--- src/rtl/qdec_pkg.sv ---
package qdec_pkg;

   typedef enum logic [1:0] {
      QD_X1  = 2'b00,
      QD_X2  = 2'b01,
      QD_X4  = 2'b10,
      QD_X4B = 2'b11
   } qd_mode_e;

   typedef struct packed {
      logic inc;
      logic dec;
      logic bad;
   } qd_step_t;

   localparam int QD_CH_A   = 0;
   localparam int QD_CH_B   = 1;
   localparam int QD_CH_IDX = 2;
   localparam int QD_NCH    = 3;

endpackage

--- src/rtl/qdec_filter.sv ---
module qdec_filter #(
   parameter int SYNC_STAGES = 2,
   parameter int FLT_W       = 4
) (
   input  logic             clk,
   input  logic             rst_n,
   input  logic             raw,
   input  logic [FLT_W-1:0] len,
   output logic             level
);

   localparam int RUN_W = FLT_W + 1;

   logic [SYNC_STAGES-1:0] sync_q;
   logic                   sync_lvl;
   logic [FLT_W-1:0]       run_q;
   logic [FLT_W-1:0]       need;
   logic [RUN_W-1:0]       run_next;

   generate
      if (SYNC_STAGES == 2) begin : g_sync2
         always_ff @(posedge clk) begin
            if (!rst_n) sync_q <= '0;
            else        sync_q <= {sync_q[0], raw};
         end
      end else begin : g_syncn
         always_ff @(posedge clk) begin
            if (!rst_n) sync_q <= '0;
            else        sync_q <= {sync_q[SYNC_STAGES-2:0], raw};
         end
      end
   endgenerate

   assign sync_lvl = sync_q[SYNC_STAGES-1];
   assign need     = (len == '0) ? FLT_W'(1) : len;
   assign run_next = RUN_W'(run_q) + RUN_W'(1);

   always_ff @(posedge clk) begin
      if (!rst_n) begin
         run_q <= '0;
         level <= 1'b0;
      end else if (sync_lvl == level) begin
         run_q <= '0;
      end else if (run_next >= RUN_W'(need)) begin
         level <= sync_lvl;
         run_q <= '0;
      end else begin
         run_q <= run_next[FLT_W-1:0];
      end
   end

endmodule

--- src/rtl/qdec_decode.sv ---
module qdec_decode
   import qdec_pkg::*;
(
   input  logic              clk,
   input  logic              rst_n,
   input  logic [1:0]        mode,
   input  logic              idx_en,
   input  logic [QD_NCH-1:0] lvl,
   output qd_step_t          step,
   output logic              idx_zero
);

   logic [QD_NCH-1:0] prev_q;
   logic              ch_a, ch_b;
   logic              a_up, b_up;
   qd_mode_e          mode_e;

   always_ff @(posedge clk) begin
      if (!rst_n) prev_q <= '0;
      else        prev_q <= lvl;
   end

   assign mode_e = qd_mode_e'(mode);
   assign ch_a   = lvl[QD_CH_A] ^ prev_q[QD_CH_A];
   assign ch_b   = lvl[QD_CH_B] ^ prev_q[QD_CH_B];
   assign a_up   = lvl[QD_CH_A] != lvl[QD_CH_B];
   assign b_up   = lvl[QD_CH_B] == lvl[QD_CH_A];

   always_comb begin
      step = '0;
      if (ch_a && ch_b) begin
         step.bad = 1'b1;
      end else begin
         unique case (mode_e)
            QD_X1: begin
               if (ch_a && lvl[QD_CH_A]) begin
                  step.inc = ~lvl[QD_CH_B];
                  step.dec =  lvl[QD_CH_B];
               end
            end
            QD_X2: begin
               if (ch_a) begin
                  step.inc =  a_up;
                  step.dec = ~a_up;
               end
            end
            default: begin
               if (ch_a) begin
                  step.inc =  a_up;
                  step.dec = ~a_up;
               end else if (ch_b) begin
                  step.inc =  b_up;
                  step.dec = ~b_up;
               end
            end
         endcase
      end
   end

   assign idx_zero = idx_en & lvl[QD_CH_IDX] & ~prev_q[QD_CH_IDX];

endmodule

--- src/rtl/qdec_counter.sv ---
module qdec_counter
   import qdec_pkg::*;
#(
   parameter int CNT_W = 32
) (
   input  logic             clk,
   input  logic             rst_n,
   input  qd_step_t         step,
   input  logic             idx_zero,
   output logic [CNT_W-1:0] pos,
   output logic             dir_up,
   output logic             err
);

   localparam logic [CNT_W-1:0] ONE = CNT_W'(1);

   always_ff @(posedge clk) begin
      if (!rst_n) begin
         pos    <= '0;
         dir_up <= 1'b1;
         err    <= 1'b0;
      end else begin
         if (idx_zero)      pos <= '0;
         else if (step.inc) pos <= pos + ONE;
         else if (step.dec) pos <= pos - ONE;

         if (step.inc)      dir_up <= 1'b1;
         else if (step.dec) dir_up <= 1'b0;

         if (step.bad)      err <= 1'b1;
      end
   end

endmodule

--- src/rtl/qdec_top.sv ---
module qdec_top
   import qdec_pkg::*;
#(
   parameter int CNT_W       = 32,
   parameter int FLT_W       = 4,
   parameter int SYNC_STAGES = 2
) (
   input  logic             clk,
   input  logic             rst_n,
   input  logic [1:0]       mode_sel,
   input  logic [FLT_W-1:0] filt_len,
   input  logic             idx_rst_en,
   input  logic             enc_a,
   input  logic             enc_b,
   input  logic             enc_idx,
   output logic [CNT_W-1:0] pos_count,
   output logic             dir_up,
   output logic             err_flag
);

   generate
      if (CNT_W < 2) begin : g_chk_cnt
         $error("qdec_top: CNT_W must be at least 2");
      end
      if (FLT_W < 1 || FLT_W > 16) begin : g_chk_flt
         $error("qdec_top: FLT_W must lie in 1..16");
      end
      if (SYNC_STAGES < 2) begin : g_chk_sync
         $error("qdec_top: SYNC_STAGES must be at least 2");
      end
   endgenerate

   logic [QD_NCH-1:0] raw_w;
   logic [QD_NCH-1:0] lvl_w;
   qd_step_t          step_w;
   logic              idx_zero_w;

   assign raw_w[QD_CH_A]   = enc_a;
   assign raw_w[QD_CH_B]   = enc_b;
   assign raw_w[QD_CH_IDX] = enc_idx;

   for (genvar ch = 0; ch < QD_NCH; ch++) begin : g_in
      qdec_filter #(
         .SYNC_STAGES(SYNC_STAGES),
         .FLT_W      (FLT_W)
      ) u_filt (
         .clk  (clk),
         .rst_n(rst_n),
         .raw  (raw_w[ch]),
         .len  (filt_len),
         .level(lvl_w[ch])
      );
   end

   qdec_decode u_dec (
      .clk     (clk),
      .rst_n   (rst_n),
      .mode    (mode_sel),
      .idx_en  (idx_rst_en),
      .lvl     (lvl_w),
      .step    (step_w),
      .idx_zero(idx_zero_w)
   );

   qdec_counter #(
      .CNT_W(CNT_W)
   ) u_cnt (
      .clk     (clk),
      .rst_n   (rst_n),
      .step    (step_w),
      .idx_zero(idx_zero_w),
      .pos     (pos_count),
      .dir_up  (dir_up),
      .err     (err_flag)
   );

endmodule

--- config.mk ---
export PLATFORM = sky130hd
export DESIGN_NAME = qdec_top
export DESIGN_NICKNAME = d
export VERILOG_FILES = /design/src/rtl/qdec_pkg.sv /design/src/rtl/qdec_filter.sv /design/src/rtl/qdec_decode.sv /design/src/rtl/qdec_counter.sv /design/src/rtl/qdec_top.sv
export SDC_FILE = /design/constraint.sdc
export NUM_CORES = 1
export LEC_CHECK = 0
export CAP_MARGIN = 20
export CORE_ASPECT_RATIO = 0.75
export CORE_MARGIN = 8
export CORE_UTILIZATION = 25
export DETAILED_ROUTE_END_ITERATION = 16
export PLACE_DENSITY = 0.44
export SLEW_MARGIN = 0
export SYNTH_ARGS = -nofsm -noshare
export SYNTH_HDL_FRONTEND = slang
export SYNTH_SLANG_ARGS = --single-unit
--- constraint.sdc ---
create_clock -name clk -period 12.9 [get_ports clk]
set_clock_uncertainty 0.05 [all_clocks]
set_input_delay 1.935 -clock clk [delete_from_list [all_inputs] [get_ports clk]]
set_output_delay 1.935 -clock clk [all_outputs]
set_load 0.02 [all_outputs]
==> flow_summary.toml, run 1 <==
[outcome]
status = "finished, final reports clean"

[flow_run]
maxCapViolations = 0

[timing]
setup_viol = 0
hold_viol_final = 0
maxSlewViolCount = 0
tns_ns = 0
rsz0062_at_grt = "false"
period_share_pct = 43.3
tightest_slew_ns = 1.00
layout_min_cycle_time_ns = 5.59
slew_headroom_pct = 32.9
max_freq_mhz = 179

[die]
die_h_um = 127
initial_core_util_pct = 25.6
die_width_um = 164
boundaryPins = 46
die-area_sq_um = 20900
num_rows = 40
floorplan.core_area_sq_um = 16100

[global_routing]
grt_antenna_before_repair = 0
grtUsageTotal_pct = 10.8
grt_max_degree = 35
grt_pass1_vias = 3515
grt_pass1_wl_um = 18100
grt_overflow = 0

[final_layout]
finalNetCount = 581
drive_gt1_share_pct = 6.65
antennaDiodeCount = 0
fillers = 1679
fin_util_pct = 32.0
syn_to_final_growth_pct = 24.9

[setup_path]
path_class = "input port to flop"
endpoint_kind = "flop"
critPathRequiredTime_ns = 13.08
critPathLaunchType = "input port"
critPathMaxFanout = 34
arrival_ns = 5.77

[logic_synthesis]
synth_top_cell_by_area = "dfxtp_1"
synth_common_cells = "dfxtp_1 (58), nor2_1 (49), ha_1 (47), a21oi_1 (44), nand2_1 (26)"
yosysWarnings = 0
synthTopCellsByArea = "dfxtp_1 (28%), ha_1 (14%), mux2i_1 (5.6%)"
syn_area_per_cell_sq_um = 8.59
synth_flop_cell = "dfxtp_1"
yosysSeqAreaShare_pct = 28.2
synth_nets = 539
synth.most_common_cell = "dfxtp_1"
ys_ff_latch = 58
ys_async_sr_fraction_pct = 0
synth_edf_count = 0
synth_cell_types = 59
syn_inst = 479
syn_area_sq_um = 4110
synth_top_cell_area_share_pct = 28.2

[power_and_ir_drop]
power.leakage_nw = 2.21
ir_drop_mv = 0.0562
power_density_nw_per_um2 = 133

[routing]
drt-total-wl_um = 10700
wire_per_inst_um = 14.6
post_drt_via_cell_ratio = 4.74
drtPass1Iterations = 4
ant_nets = 0
drt_iter0_drc = 168
vias = 3486
post-route-drc-count = 0

[clocking]
clk_pin_slew_ns = 0.06
clock_sink_count = 58
htree_levels = 3
post-cts-setup-buffers = 0
cts_max_path_buffers = 2
clock_latency_ns = 0.34
numCtsBuffers = 9
clockRootBuffer = "clkbuf_16"
cts_tree = "done"
cts_resized = 0
hold_buffers = 0

[place]
routabilityCongestion = 0.843
io_buffer_count = 45
dp_hpwl_um = 8230

[worst_hold_path]
hp-class = "flop to flop"
cell families (layout without fill, tap and decap cells):
logic type	Yosys count	count (layout)	share of synthesized area [%]
mux	23	23	5.60
fa+ha+maj	48	48	14.8
compound gates	130	130	21.8
xor+xnor	37	37	7.88
simple gates	154	154	18.8
flops	58	58	28.2
buf+inv	29	76	2.86
placed cells by master (no fill, tap or decap), types with 12 or more instances in the layout:
master            n
clkdlybuf4s50_1  45
inv_1            13
nor2_1           48
nand2_1          26
nor2b_1          20
mux2i_1          23
dfxtp_1          58
a21oi_1          44
o21ai_1          12
a21o_1           14
xnor2_1          22
ha_1             47
xor2_1           15
cell type report:
cell class	count	area (sq um)	area share, %
flip-flops and latches	58	1160	22.6
well taps	210	263	5.11
clock inverters	7	125	2.44
multi-input cells	392	2850	55.5
clock buffers	9	225	4.38
inverters	13	48.8	0.950
repair buffers	47	465	9.06
critical path: stages:
cell and delay (ns):
clkdlybuf4s50_1 0.45, nor2_1 0.15, nor3_1 0.06, a21oi_1 0.17, nor3b_1 0.09, o21ai_2 0.11
buf_4 0.38, inv_1 0.15, fa_1 0.42, nor2b_1 0.19, o2111ai_1 0.15, a21oi_1 0.22
o21ba_2 0.20, o21ai_1 0.11, o31ai_2 0.42, nand3_1 0.16, mux2i_1 0.15, o221a_1 0.22
through the flow:
| step | worst slack, ns | cell area [sq um] | std cells | hold WS, ns | total power [mW] |
|---|---|---|---|---|---|
| 6_report | 7.31 | 5140 | 736 | 0.382 | 0.686 |
| 5_1_grt | 6.99 | 5140 | 736 | 0.408 | 0.724 |
| 4_1_cts | 7.37 | 5140 | 736 | 0.385 | 0.693 |
| 3_5_place_dp | 7.02 | 4790 | 720 | 0.371 | 0.402 |
| 3_3_place_gp | 7.05 | 4790 | 720 | 0.370 | 0.403 |
| 2_1_floorplan | 6.16 | 4110 | 479 | 0.362 | 0.352 |
sequential cells by signal (all words and copies together), names as in the netlist:
register,count
g_in.u_filt.sync_q,6
u_cnt.dir_up,1
u_cnt.err,1
g_in.u_filt.level,3
u_dec.prev_q,3
g_in.u_filt.run_q,12
u_cnt.pos,32
path summary, 6_finish.rpt:
kind                            start                        to  slack (ns)  cells past startpoint
max                       mode_sel[1]             u_cnt.pos[26]        7.31                     18
min          g_in[0].u_filt.sync_q[0]  g_in[0].u_filt.sync_q[1]        0.38                      1
max reg2reg      g_in[0].u_filt.level             u_cnt.pos[31]        8.59                     16
min reg2reg  g_in[0].u_filt.sync_q[0]  g_in[0].u_filt.sync_q[1]        0.38                      1
layer usage:
layer / share of wire (%) / routed length [um] / GRT usage, % / vias up
li1: - / - / - / 1824
met1: 54 / 5760 / 14.9 / 1586
met2: 40 / 4270 / 15.1 / 65
met3: 5.6 / 600 / 4.27 / 11
met4: 1.0 / 110 / 2.61 / 0
met5: 0 / 0 / 0 / -
where the power goes:
| group | internal, mW | switching (mW) |
|---|---|---|
| clock network | 0.191 | 0.0950 |
| registers | 0.185 | 0.00559 |
| logic | 0.0940 | 0.115 |
Note: power is estimated with default switching activity, not from simulation.
==> run 2: changes to the inputs <==
--- a/config.mk
+++ b/config.mk
@@ -10,7 +10,7 @@
 export CORE_MARGIN = 8
 export CORE_UTILIZATION = 25
 export DETAILED_ROUTE_END_ITERATION = 16
-export PLACE_DENSITY = 0.44
+export PLACE_DENSITY = 0.45
 export SLEW_MARGIN = 0
 export SYNTH_ARGS = -nofsm -noshare
 export SYNTH_HDL_FRONTEND = slang
==> constraint.sdc (replaced) <==
create_clock -name clk -period 4.5 [get_ports clk]
set_clock_uncertainty 0.05 [all_clocks]
set_input_delay 0.675 -clock clk [delete_from_list [all_inputs] [get_ports clk]]
set_output_delay 0.675 -clock clk [all_outputs]
set_load 0.02 [all_outputs]
==> flow_summary.toml, run 2 (same netlist as run 1, synthesis figures left out) <==
[outcome]
status = "finished, final reports clean"

[setup_path]
rr_startpoint = "g_in[0].u_filt.level"
r2r_setup_slack_ns = 0.32
path_class = "flop to flop"
critPathLaunchType = "flop"
reg2reg_to = "u_cnt.pos[29]"
critPathMaxFanout = 11
reg2regPathDepth = 15
arrival_ns = 4.35
critPathRequiredTime_ns = 4.67
endpoint_kind = "flop"

[clocking]
clock_latency_ns = 0.33
cts_tree = "done"
cts_resized = 0
htree_levels = 3
clockRootBuffer = "clkbuf_16"
clock_sink_count = 58
cts_max_path_buffers = 2
numCtsBuffers = 9
clk_pin_slew_ns = 0.06
hold_buffers = 0
post-cts-setup-buffers = 0

[power_and_ir_drop]
power_density_nw_per_um2 = 357
seqPwrFrac_pct = 29.5
pwr-share-comb_pct = 32.9
clkPwrFrac_pct = 37.6
power.leakage_nw = 2.24
switching_share_pct = 32.5
p_sw_mw = 0.603
ir_drop_mv = 0.237
p_int_mw = 1.26

[routing]
vias = 3608
ant_nets = 0
drtPass1Iterations = 4
post_drt_via_cell_ratio = 4.81
wl_met1_um = 5950
post-route-drc-count = 0
wl_met2_um = 4310
drt_iter0_drc = 158
highest_layer = "met4"
wire_per_inst_um = 14.4
drt-total-wl_um = 10800
wl_met3_um = 451

[worst_hold_path]
whs_endpoint = "g_in[1].u_filt.sync_q[1]"
hold_start = "g_in[1].u_filt.sync_q[0]"
hold_depth = 1
hp-class = "flop to flop"

[place]
routabilityCongestion = 0.847
io_buffer_count = 45
dp_hpwl_um = 8460
dp.cells = 734
pre_cts_ws_ns = 0.0355
placed_cell_area_sq_um = 4900

[final_layout]
largest-register = "u_cnt.pos"
reg_top3 = "u_cnt.pos x32, g_in.u_filt.run_q x12, g_in.u_filt.sync_q x6"
syn_to_final_growth_pct = 26.6
finalNetCount = 595
final_cell_count_no_fill = 750
fillers = 1632
seqCellArea_sq_um = 1160
final_area_sq_um = 5200
largest_reg_flops = 32
final_common_cell = "dfxtp_1"
final_cell_mix = "dfxtp_1 (58), nor2_1 (48), ha_1 (47)"
antennaDiodeCount = 0
drive_gt1_share_pct = 9.07
multi_input_area_sq_um = 2840

[die]
num_rows = 40
floorplan.core_area_sq_um = 16100
die_h_um = 127
initial_core_util_pct = 25.6
die_width_um = 164
boundaryPins = 46
die-area_sq_um = 20900

[global_routing]
grt_pass1_wl_um = 18000
grt_overflow = 0
grt_max_degree = 21
grt_pass1_vias = 3525
grt_antenna_before_repair = 0
grtUsageTotal_pct = 10.7

[timing]
whs_ns = 0.381
rsz0062_at_grt = "false"
final.setup.worst_slack_ns = 0.320
layout_min_cycle_time_ns = 4.18
setup_viol = 0
hold_viol_final = 0
maxSlewViolCount = 0
slew_headroom_pct = 41.3
period_share_pct = 92.9
tightest_slew_ns = 0.874
tns_ns = 0
max_freq_mhz = 239

[flow_run]
maxCapViolations = 0
-- run 2: final cells by class --
type                    count  share of cell area, %
inverters                  13                  0.938
clock buffers              10                   4.59
repair buffers             61                   11.2
flip-flops and latches     58                   22.3
clock inverters             6                   1.27
multi-input cells         392                   54.6
well taps                 210                   5.05
-- run 2: critical path: stages (launching register included) --
cell and delay (ns):
dfxtp_1 0.52, ha_1 0.36, nor3_1 0.22, a21oi_1 0.08, nor3b_1 0.25, o21ai_2 0.14
buf_4 0.20, ha_1 0.45, nand2_4 0.06, or3_1 0.36, o211ai_2 0.22, o31ai_4 0.08
o41ai_2 0.51, nand4_1 0.15, and3_1 0.16, a32o_1 0.24
-- run 2: routing by layer --
metal,vias up,GRT usage [%]
met1,1673,15.4
met4,0,3.25
li1,1862,-
met3,6,2.73
met5,-,0
met2,67,15.1
-- run 2: worst max-delay path by stage --
stage / cells past startpoint / slack (ns) / end / startpoint
5_1_grt: 16 / 0.02 / u_cnt.pos[31] / g_in[0].u_filt.level
3_5_place_dp: 16 / 0.04 / u_cnt.pos[29] / mode_sel[1]
2_1_floorplan: 15 / 0.39 / u_cnt.pos[31] / mode_sel[1]
6_report: 15 / 0.32 / u_cnt.pos[29] / g_in[0].u_filt.level
3_3_place_gp: 16 / 0.07 / u_cnt.pos[29] / mode_sel[1]
4_1_cts: 15 / 0.32 / u_cnt.pos[29] / g_in[0].u_filt.level
-- run 2: per-stage QoR --
stage | total power [mW] | utilization (%)
global route | 1.98 | 32.4
floorplan | 1.01 | -
global placement | 1.17 | 30.5
detailed placement | 1.17 | 30.5
CTS | 1.89 | 32.4
finish | 1.86 | 32.4
-- run 2: power groups by stage --
| stage | combinational (mW) | clock [mW] | sequential (mW) |
|---|---|---|---|
| after CTS | 0.613 | 0.728 | 0.548 |
| after detailed placement | 0.609 | 0 | 0.559 |
| final | 0.612 | 0.699 | 0.548 |
| after global placement | 0.613 | 0 | 0.559 |
| after floorplan | 0.440 | 0 | 0.569 |
| after global routing | 0.676 | 0.754 | 0.551 |
